**config.mk**
```make
export PLATFORM = sky130hd
export DESIGN_NAME = mdio_mgmt_ctrl
export DESIGN_NICKNAME = d
export VERILOG_FILES = /design/src/rtl/mdio_mgmt_pkg.sv /design/src/rtl/mdio_rst_sync.sv /design/src/rtl/mdio_clk_div.sv /design/src/rtl/mdio_frame_seq.sv /design/src/rtl/mdio_done_irq.sv /design/src/rtl/mdio_mgmt_ctrl.sv
export SDC_FILE = /design/constraint.sdc
export NUM_CORES = 1
export LEC_CHECK = 0
export ABC_AREA = 1
export BUFFER_PORTS_ARGS = -buffer_cell sky130_fd_sc_hd__buf_4
export CAP_MARGIN = 20
export CORE_UTILIZATION = 62
export CTS_BUF_LIST = sky130_fd_sc_hd__clkbuf_4 sky130_fd_sc_hd__clkbuf_8 sky130_fd_sc_hd__clkbuf_16
export DETAILED_ROUTE_END_ITERATION = 10
export PLACE_DENSITY = 0.95
export SLEW_MARGIN = 20
export SYNTH_ARGS = -nofsm -noshare
export SYNTH_HDL_FRONTEND = slang
export SYNTH_SLANG_ARGS = --single-unit
```
**constraint.sdc**
```tcl
create_clock -name clk -period 8.87 [get_ports clk]
set_input_delay 1.774 -clock clk [delete_from_list [all_inputs] [get_ports clk]]
set_output_delay 1.774 -clock clk [all_outputs]
set_load 0.03 [all_outputs]
```
**src/rtl/mdio_mgmt_pkg.sv**
```systemverilog
`timescale 1ns/1ps
package mdio_mgmt_pkg;
  // Field positions inside the command word; software depends on them.
  localparam int unsigned DATA_LSB  = 0;
  localparam int unsigned PHY_LSB   = 16;
  localparam int unsigned REGAD_LSB = 21;
  localparam int unsigned OP_RD_BIT = 26;
  localparam int unsigned RDVAL_BIT = 27;
  localparam int unsigned BUSY_BIT  = 28;
  localparam int unsigned DONE_BIT  = 4;

  localparam logic [7:0] OFS_CMD   = 8'h00;
  localparam logic [7:0] OFS_CAUSE = 8'h7C;
  localparam logic [7:0] OFS_MASK  = 8'h80;

  typedef struct packed {
    logic       rd;
    logic [4:0] regad;
    logic [4:0] phy;
    logic [15:0] data;
  } mdio_cmd_t;
endpackage

```
**src/rtl/mdio_rst_sync.sv**
```systemverilog
`timescale 1ns/1ps
module mdio_rst_sync (
  input  logic clk,
  input  logic arst_n,
  output logic rst_n_s
);
  logic [1:0] sync_q;

  always_ff @(posedge clk or negedge arst_n) begin
    if (!arst_n) sync_q <= 2'b00;
    else         sync_q <= {sync_q[0], 1'b1};
  end

  assign rst_n_s = sync_q[1];
endmodule

```
**src/rtl/mdio_clk_div.sv**
```systemverilog
`timescale 1ns/1ps
module mdio_clk_div #(
  parameter int unsigned DIV_HALF = 25
) (
  input  logic clk,
  input  logic rst_n,
  input  logic run,
  output logic mdc,
  output logic rise_tk,
  output logic fall_tk
);
  localparam int unsigned CW = $clog2(DIV_HALF + 1);

  logic [CW-1:0] cnt_q, cnt_d;
  logic          mdc_q, mdc_d;
  logic          wrap;

  assign wrap    = (cnt_q == CW'(DIV_HALF - 1));
  assign rise_tk = run & wrap & ~mdc_q;
  assign fall_tk = run & wrap &  mdc_q;
  assign mdc     = mdc_q;

  always_comb begin
    cnt_d = cnt_q;
    mdc_d = mdc_q;
    if (!run) begin
      cnt_d = '0;
      mdc_d = 1'b0;
    end else if (wrap) begin
      cnt_d = '0;
      mdc_d = ~mdc_q;
    end else begin
      cnt_d = cnt_q + 1'b1;
    end
  end

  always_ff @(posedge clk or negedge rst_n) begin
    if (!rst_n) begin
      cnt_q <= '0;
      mdc_q <= 1'b0;
    end else begin
      cnt_q <= cnt_d;
      mdc_q <= mdc_d;
    end
  end

  // the clock parks low whenever no frame is running
  p_mdc_idle_r4: assert property (@(posedge clk) disable iff (!rst_n)
    !run |=> !mdc);
endmodule

```
**src/rtl/mdio_frame_seq.sv**
```systemverilog
`timescale 1ns/1ps
module mdio_frame_seq
  import mdio_mgmt_pkg::*;
#(
  parameter int unsigned PRE_BITS = 32
) (
  input  logic      clk,
  input  logic      rst_n,
  input  logic      start,
  input  mdio_cmd_t start_cmd,
  input  logic      rise_tk,
  input  logic      fall_tk,
  input  logic      mdio_in,
  output mdio_cmd_t cur_cmd,
  output logic      busy,
  output logic      done,
  output logic      rd_valid,
  output logic      mdio_out,
  output logic      mdio_oe
);
  localparam int unsigned FB      = PRE_BITS + 32;
  localparam int unsigned IW      = $clog2(FB);
  localparam int unsigned TA1_IDX = PRE_BITS + 14;
  localparam int unsigned TA2_IDX = PRE_BITS + 15;
  localparam int unsigned DAT_IDX = PRE_BITS + 16;

  logic          busy_q, busy_d;
  logic [IW-1:0] idx_q, idx_d;
  logic [FB-1:0] sreg_q, sreg_d;
  mdio_cmd_t     cmd_q, cmd_d;
  logic          ta_ok_q, ta_ok_d;
  logic          valid_q, valid_d;
  logic          oe_q, oe_d;
  logic          last;
  logic          upd;
  logic [FB-1:0] frame_img;

  assign frame_img = {{PRE_BITS{1'b1}}, 2'b01,
                      (start_cmd.rd ? 2'b10 : 2'b01),
                      start_cmd.phy, start_cmd.regad,
                      (start_cmd.rd ? 2'b11 : 2'b10),
                      start_cmd.data};

  assign last = (idx_q == IW'(FB - 1));
  assign upd  = start | busy_q;

  always_comb begin
    busy_d  = busy_q;
    idx_d   = idx_q;
    sreg_d  = sreg_q;
    cmd_d   = cmd_q;
    ta_ok_d = ta_ok_q;
    valid_d = valid_q;
    oe_d    = oe_q;
    if (!busy_q) begin
      if (start) begin
        busy_d  = 1'b1;
        idx_d   = '0;
        sreg_d  = frame_img;
        cmd_d   = start_cmd;
        ta_ok_d = 1'b0;
        valid_d = 1'b0;
        oe_d    = 1'b1;
      end
    end else begin
      if (rise_tk && cmd_q.rd) begin
        if (idx_q == IW'(TA2_IDX)) ta_ok_d = ~mdio_in;
        if (idx_q >= IW'(DAT_IDX)) cmd_d.data = {cmd_q.data[14:0], mdio_in};
      end
      if (fall_tk) begin
        if (last) begin
          busy_d  = 1'b0;
          oe_d    = 1'b0;
          valid_d = cmd_q.rd & ta_ok_q;
        end else begin
          idx_d  = idx_q + 1'b1;
          sreg_d = {sreg_q[FB-2:0], 1'b0};
          if (cmd_q.rd && idx_q == IW'(TA1_IDX - 1)) oe_d = 1'b0;
        end
      end
    end
  end

  always_ff @(posedge clk or negedge rst_n) begin
    if (!rst_n) begin
      busy_q  <= 1'b0;
      idx_q   <= '0;
      sreg_q  <= '0;
      cmd_q   <= '0;
      ta_ok_q <= 1'b0;
      valid_q <= 1'b0;
      oe_q    <= 1'b0;
    end else if (upd) begin
      busy_q  <= busy_d;
      idx_q   <= idx_d;
      sreg_q  <= sreg_d;
      cmd_q   <= cmd_d;
      ta_ok_q <= ta_ok_d;
      valid_q <= valid_d;
      oe_q    <= oe_d;
    end
  end

  assign cur_cmd  = cmd_q;
  assign busy     = busy_q;
  assign done     = busy_q & fall_tk & last;
  assign rd_valid = valid_q;
  assign mdio_out = sreg_q[FB-1];
  assign mdio_oe  = oe_q;

  // the line only moves on a falling clock tick
  p_wire_stable_r4: assert property (@(posedge clk) disable iff (!rst_n)
    (busy_q && !fall_tk) |=> ($stable(mdio_out) && $stable(mdio_oe)));
  // a completed write never reports read data
  p_write_no_valid_r7: assert property (@(posedge clk) disable iff (!rst_n)
    (done && !cmd_q.rd) |=> !rd_valid);
endmodule

```
**src/rtl/mdio_done_irq.sv**
```systemverilog
`timescale 1ns/1ps
module mdio_done_irq (
  input  logic clk,
  input  logic rst_n,
  input  logic done,
  input  logic cause_wr,
  input  logic cause_wbit,
  input  logic mask_wr,
  input  logic mask_wbit,
  output logic cause,
  output logic mask,
  output logic irq
);
  logic cause_q, cause_d;
  logic mask_q, mask_d;
  logic upd;

  assign upd = done | cause_wr | mask_wr;

  always_comb begin
    cause_d = cause_q;
    mask_d  = mask_q;
    if (done)                       cause_d = 1'b1;
    else if (cause_wr && !cause_wbit) cause_d = 1'b0;
    if (mask_wr) mask_d = mask_wbit;
  end

  always_ff @(posedge clk or negedge rst_n) begin
    if (!rst_n) begin
      cause_q <= 1'b0;
      mask_q  <= 1'b0;
    end else if (upd) begin
      cause_q <= cause_d;
      mask_q  <= mask_d;
    end
  end

  assign cause = cause_q;
  assign mask  = mask_q;
  assign irq   = cause_q & mask_q;

  p_done_sets_cause_r10: assert property (@(posedge clk) disable iff (!rst_n)
    done |=> cause_q);
  p_zero_clears_r11: assert property (@(posedge clk) disable iff (!rst_n)
    (cause_wr && !cause_wbit && !done) |=> !cause_q);
  p_one_keeps_r11: assert property (@(posedge clk) disable iff (!rst_n)
    (cause_wr && cause_wbit && !done) |=> $stable(cause_q));
endmodule

```
**src/rtl/mdio_mgmt_ctrl.sv**
```systemverilog
`timescale 1ns/1ps
module mdio_mgmt_ctrl
  import mdio_mgmt_pkg::*;
#(
  parameter int unsigned ADDR_W   = 8,
  parameter int unsigned DIV_HALF = 25,
  parameter int unsigned PRE_BITS = 32
) (
  input  logic              clk,
  input  logic              rst_n,
  input  logic              reg_sel,
  input  logic              reg_wr,
  input  logic [ADDR_W-1:0] reg_addr,
  input  logic [31:0]       reg_wdata,
  output logic [31:0]       reg_rdata,
  output logic              mdc,
  output logic              mdio_out,
  output logic              mdio_oe,
  input  logic              mdio_in,
  output logic              irq
);
  logic      rst_n_s;
  logic      hit_cmd, hit_cause, hit_mask;
  logic      wr_cmd, start;
  mdio_cmd_t new_cmd, cur;
  logic      busy, done, rd_valid;
  logic      rise_tk, fall_tk;
  logic      cause, mask;
  logic      unused_wbits;
  logic [31:0] rd_word;

  mdio_rst_sync u_rst (.clk(clk), .arst_n(rst_n), .rst_n_s(rst_n_s));

  assign hit_cmd   = (reg_addr == ADDR_W'(OFS_CMD));
  assign hit_cause = (reg_addr == ADDR_W'(OFS_CAUSE));
  assign hit_mask  = (reg_addr == ADDR_W'(OFS_MASK));
  assign wr_cmd    = reg_sel & reg_wr & hit_cmd;
  assign start     = wr_cmd & ~busy;

  assign new_cmd.rd    = reg_wdata[OP_RD_BIT];
  assign new_cmd.regad = reg_wdata[REGAD_LSB +: 5];
  assign new_cmd.phy   = reg_wdata[PHY_LSB +: 5];
  assign new_cmd.data  = reg_wdata[DATA_LSB +: 16];
  assign unused_wbits  = ^{reg_wdata[31:27]};

  mdio_clk_div #(.DIV_HALF(DIV_HALF)) u_div (
    .clk(clk), .rst_n(rst_n_s), .run(busy),
    .mdc(mdc), .rise_tk(rise_tk), .fall_tk(fall_tk));

  mdio_frame_seq #(.PRE_BITS(PRE_BITS)) u_seq (
    .clk(clk), .rst_n(rst_n_s), .start(start), .start_cmd(new_cmd),
    .rise_tk(rise_tk), .fall_tk(fall_tk), .mdio_in(mdio_in),
    .cur_cmd(cur), .busy(busy), .done(done), .rd_valid(rd_valid),
    .mdio_out(mdio_out), .mdio_oe(mdio_oe));

  mdio_done_irq u_irq (
    .clk(clk), .rst_n(rst_n_s), .done(done),
    .cause_wr(reg_sel & reg_wr & hit_cause), .cause_wbit(reg_wdata[DONE_BIT]),
    .mask_wr(reg_sel & reg_wr & hit_mask), .mask_wbit(reg_wdata[DONE_BIT]),
    .cause(cause), .mask(mask), .irq(irq));

  always_comb begin
    rd_word = '0;
    if (hit_cmd) begin
      rd_word[DATA_LSB +: 16] = cur.data;
      rd_word[PHY_LSB +: 5]   = cur.phy;
      rd_word[REGAD_LSB +: 5] = cur.regad;
      rd_word[OP_RD_BIT]      = cur.rd;
      rd_word[RDVAL_BIT]      = rd_valid;
      rd_word[BUSY_BIT]       = busy;
    end else if (hit_cause) begin
      rd_word[DONE_BIT] = cause;
    end else if (hit_mask) begin
      rd_word[DONE_BIT] = mask;
    end
  end

  assign reg_rdata = rd_word;

  p_start_busy_r2: assert property (@(posedge clk) disable iff (!rst_n_s)
    start |=> busy);
  p_hold_cmd_r5: assert property (@(posedge clk) disable iff (!rst_n_s)
    (wr_cmd && busy) |=> $stable({cur.rd, cur.regad, cur.phy}));
endmodule

```
After elaboration in Yosys (flattened, before gate mapping) --
Index checks and enable logic that the tools add are counted.
Operators by class: $add $sub $neg 2, order comparisons 1, equal/unequal tests 14, muxes and demuxes 41, bitwise gates (word level) 18, reduce and logical (&&, ||, !) cells 15
Operator list (count):
- 2-to-1 mux 64 bit | 4
- 2-to-1 mux 16 bit | 4
- 2-to-1 mux 1 bit | 24
- 2-to-1 mux 24 bit | 1
- 2-to-1 mux 6 bit | 4
- AND reduction 4 bit | 5
- == test 6 bit, second input constant | 3
- bitwise AND 1 bit | 12
- != test 2 bit, second input constant | 6
- 2-to-1 mux 5 bit | 2
- == test 8 x 7 -> 1 bit, second input constant | 1
- == test 8 bit, second input constant | 1
- logical NOT 8 bit | 1
- adder 6 x 1 -> 6 bit, second input constant | 1
- >= comparator 6 bit, second input constant | 1
- adder 5 x 1 -> 5 bit, second input constant | 1
- == test 5 bit, second input constant | 1
- 2-to-1 mux 4 bit | 1
- AND reduction 2 bit | 2
- nonzero test 2 bit | 2
- logical AND 1 bit | 3
- != test 3 bit, second input constant | 1
- NOT 1 bit | 3
- OR 1 bit | 3
- 4 further kinds | 4
Storage, ports and cells: flip-flop bits (word level) 111, input port bits 45, output and inout port bits 36, logic and storage cells 106

Depth between registers and ports, before layout --
depth after elaboration 8, depth in mapped cells 10

Modules after synthesis --
A second synthesis with hierarchy kept.
Second synthesis, totals: cells, all modules 693, area total of the unflattened synthesis 5574.1 um2
Modules (own cells, without submodules):
- mdio_frame_seq | instances 1, cells an instance 537, area each 4504.3 um2
- mdio_mgmt_ctrl | instances 1, cells an instance 98, area each 588.1 um2
- mdio_clk_div | instances 1, cells an instance 43, area each 339.1 um2
- mdio_done_irq | instances 1, cells an instance 12, area each 88.8 um2
- mdio_rst_sync | instances 1, cells an instance 3, area each 53.8 um2

Worst setup path after synthesis --
Ideal clock, no wire load.
path type input-to-output, start point input reg_addr[1], end point output reg_rdata[10], arrival time 2828 ps, data required time 7096 ps, path slack 4268 ps, stages 6, cell sequence nor2_1 > nand2_1 > nor2_4 > inv_2 > buf_1 > nor2_1
On the way: longest elaborated chain between the ends 2
Ends and longest elaborated chain:
- from (decl) | RTL line mdio_mgmt_ctrl.sv:13 | input logic [ADDR_W-1:0] reg_addr,
- logical NOT 8 bit | RTL line mdio_mgmt_ctrl.sv:34 | assign hit_cmd = (reg_addr == ADDR_W'(OFS_CMD));
- 2-to-1 mux 24 bit | RTL line mdio_mgmt_ctrl.sv:64 | if (hit_cmd) begin
- to (decl) | RTL line mdio_mgmt_ctrl.sv:15 | output logic [31:0] reg_rdata,
Every way passes these cells.

Worst setup path in the final report --
start point input reg_addr[1], end point output reg_rdata[0]
On the way: longest elaborated chain between the ends 2
Ends and longest elaborated chain (RTL line):
- logical NOT 8 bit | mdio_mgmt_ctrl.sv:34
- 2-to-1 mux 4 bit | mdio_mgmt_ctrl.sv:64
Every way passes these cells.

==> impl_metrics.json <==
{
  "criticalPathCategory": "input port to output pin",
  "cp.required_ps": 7100,
  "fin_crit_ps": 4700,
  "core_mm2": 0.00876,
  "hpwl_um": 7620,
  "placed_cells": 889,
  "num_rows": 34,
  "grtUsageTotal": 0.263,
  "synthMuxAreaShare": 0,
  "vias_per_cell": 5.38,
  "clk_pin_slew_worst_paths_ps": 100,
  "place_area_mm2": 0.00611,
  "grt_pass1_wl_um": 20500,
  "synth_cell_type_count": 30,
  "setup_viol": 0,
  "die-area_mm2": 0.00947,
  "ys_seq_elements": 111,
  "tns_ps": 0,
  "status": "completed",
  "grt_pass1_vias": 4698,
  "clock_latency_ps": 380,
  "cts_setup_buffers": 0,
  "r2r_setup_slack_ps": 6210,
  "synth_top_family_by_area": "simple AND/OR/NAND/NOR gates",
  "portBuffers": 72,
  "fin_nets": 841,
  "min_path_type": "flip-flop to async pin",
  "final_antenna_net_count": 0,
  "fmax_mhz": 213,
  "cts_tree": "done",
  "rsz0062_at_grt": "false",
  "htree_num_levels": 3,
  "min_period_over_period": 0.530,
  "start_util": 0.643,
  "synth-simple-area-share": 0.372,
  "crit_fanout": 28,
  "cellPowerDensity_mw_per_mm2": 134,
  "rr_startpoint": "u_seq.idx_q[0]",
  "ys_seq_area_frac": 0.493,
  "grt_antenna_before_repair": 0,
  "finalMaxSlewViolations": 0,
  "root_buffer": "clkbuf_8",
  "stdcell_count": 905,
  "ios": 81,
  "hold_violations": 0,
  "slowest_delay_ps": 220,
  "cts_sinks": 111,
  "rr_worst_depth": 8,
  "routed_wl_um": 11800,
  "drcViolationCount": 0,
  "grt_overflow": 0,
  "relSlewSlack": 0.410,
  "synthAdderAreaFrac": 0.00888,
  "pre_cts_slack_ps": 4150,
  "dr.pass1.iters": 6,
  "post_cts_resized": 0,
  "setup.worst_path.end_class": "output pin",
  "finalClockSkew_ps": 13.5,
  "ir_worst_vdd_mv": 0.0911,
  "drive_gt1_frac": 0.176,
  "cts_hold_buf": 0,
  "drt_iter0_markers": 365,
  "drv_cap": 0,
  "p_leak_nw": 3.43,
  "design_area_mm2": 0.00632,
  "wl_per_cell_um": 13.0,
  "syn_to_final_growth_pct": 12.3,
  "final_util": 0.722,
  "setup_slack_ps": 4170,
  "synth_compound_area_frac": 0.0351,
  "gp_congestion": 0.785,
  "post_synth.cell_area_avg_um2": 7.52,
  "synthXorXnorAreaFrac": 0.00777,
  "tightest_slew_ps": 884,
  "cts_inserted_buffers": 9,
  "clk_path_buf_depth": 2,
  "synthesis.area_mm2": 0.00563,
  "worst_hold_slack_ps": 343,
  "start_kind": "input port",
  "r2r_end": "u_seq.sreg_q[29]",
  "insertedDiodeCount": 0,
  "fp.dieW_um": 97.3,
  "grt_max_degree": 95,
  "cp_slowest_cell": "inv_2",
  "worstPathArrival_ps": 2920,
  "syn-instance-count": 749,
  "dieHeight_um": 97.3,
  "ys_warn_count": 0,
  "vias": 4871,
  "p_total_uw": 848,
  "path_cells": "buf_4, nor2_1, nand2_1, nor2_4, inv_2, nor2_1, buf_4"
}
[cell families (layout without fill, tap and decap cells)]
logic type                 Yosys count  after routing
AOI/OAI and AO/OA                   39             39
xor gates and xnor gates             5              5
adders and majority gates            4              4
buffers and inverters              103            149
DFF                                111            111
other                                2              4
and+or+nand+nor                    485            485
[area by class of cell]
class / instances / area [um2]
fill: 621 / 2440
sequential: 111 / 2780
clock buffer: 9 / 124
multi-input combinational: 537 / 2420
inverter: 57 / 214
tap: 108 / 135
timing repair buffer: 76 / 571
clock inverter: 7 / 82.6
[routing by layer]
layer  global-route usage  part of all wire
met4               0.0984             0.014
met3               0.0388             0.058
met2                0.454              0.48
met5                    0                 0
met1                0.339              0.44
[registers in the layout (all words and copies together), names as in the netlist]
register / count
u_seq.ta_ok_q: 1
u_seq.busy: 1
u_seq.mdio_oe: 1
u_div.mdc: 1
u_irq.mask: 1
u_seq.rd_valid: 1
u_div.cnt_q: 5
u_seq.cur_cmd: 27
u_irq.cause: 1
u_seq.idx_q: 6
u_rst.sync_q: 2
u_seq.sreg_q: 64
[placed cells by master (no fill, tap or decap), drive strengths merged, types with 3 or more instances in the layout]
master,instances
buf,76
clkbuf,9
clkinv,3
conb,4
dfrtp,111
ha,4
inv,58
nand2,290
nand3,100
nor2,55
o21ai,37
or2,34
xor2,3
[power breakdown]
part | total (mW) | internal (mW) | switching [mW] | leakage (nW)
sequential | 0.511 | 0.507 | 0.00429 | 1.36
combinational | 0.0266 | 0.0127 | 0.0139 | 1.97
clock | 0.311 | 0.134 | 0.177 | 0.0975
[how the worst max path moves through the flow]
stage                            from             to  slack, ps  depth (start not counted)
after floorplan           reg_addr[1]  reg_rdata[10]       4270                          6
after global placement    reg_addr[1]  reg_rdata[16]       4270                          7
after detailed placement  reg_addr[1]   reg_rdata[0]       4150                          7
after CTS                 reg_addr[1]  reg_rdata[19]       4150                          7
after global routing      reg_addr[1]  reg_rdata[19]       4060                          7
final                     reg_addr[1]   reg_rdata[0]       4170                          7
[cells in the mapped netlist]
cell,number,area share
a21oi_1,1,0.00089
and3_1,1,0.0011
buf_1,3,0.0020
buf_2,16,0.014
buf_4,4,0.0053
buf_6,5,0.010
clkbuf_1,18,0.012
conb_1,2,0.0013
dfrtp_1,111,0.49
ha_1,4,0.0089
inv_1,54,0.036
inv_2,3,0.0020
nand2_1,286,0.19
nand2_2,3,0.0033
nand2_4,1,0.0020
nand3_1,98,0.087
nand3_2,2,0.0036
nand4_1,1,0.0011
nand4_2,1,0.0022
nor2_1,53,0.035
nor2_2,1,0.0011
nor2_4,1,0.0020
nor3_1,1,0.00089
nor3_4,1,0.0029
nor3b_1,1,0.0013
o21ai_0,37,0.033
o31ai_1,1,0.0013
or2_2,34,0.038
xnor2_1,2,0.0031
xor2_1,3,0.0047
[critical path: cells and delay by family]
kind,cells,cell delay (ps)
simple gates,4,630
buf+inv,3,500
Power figures use the tool's default switching activity.
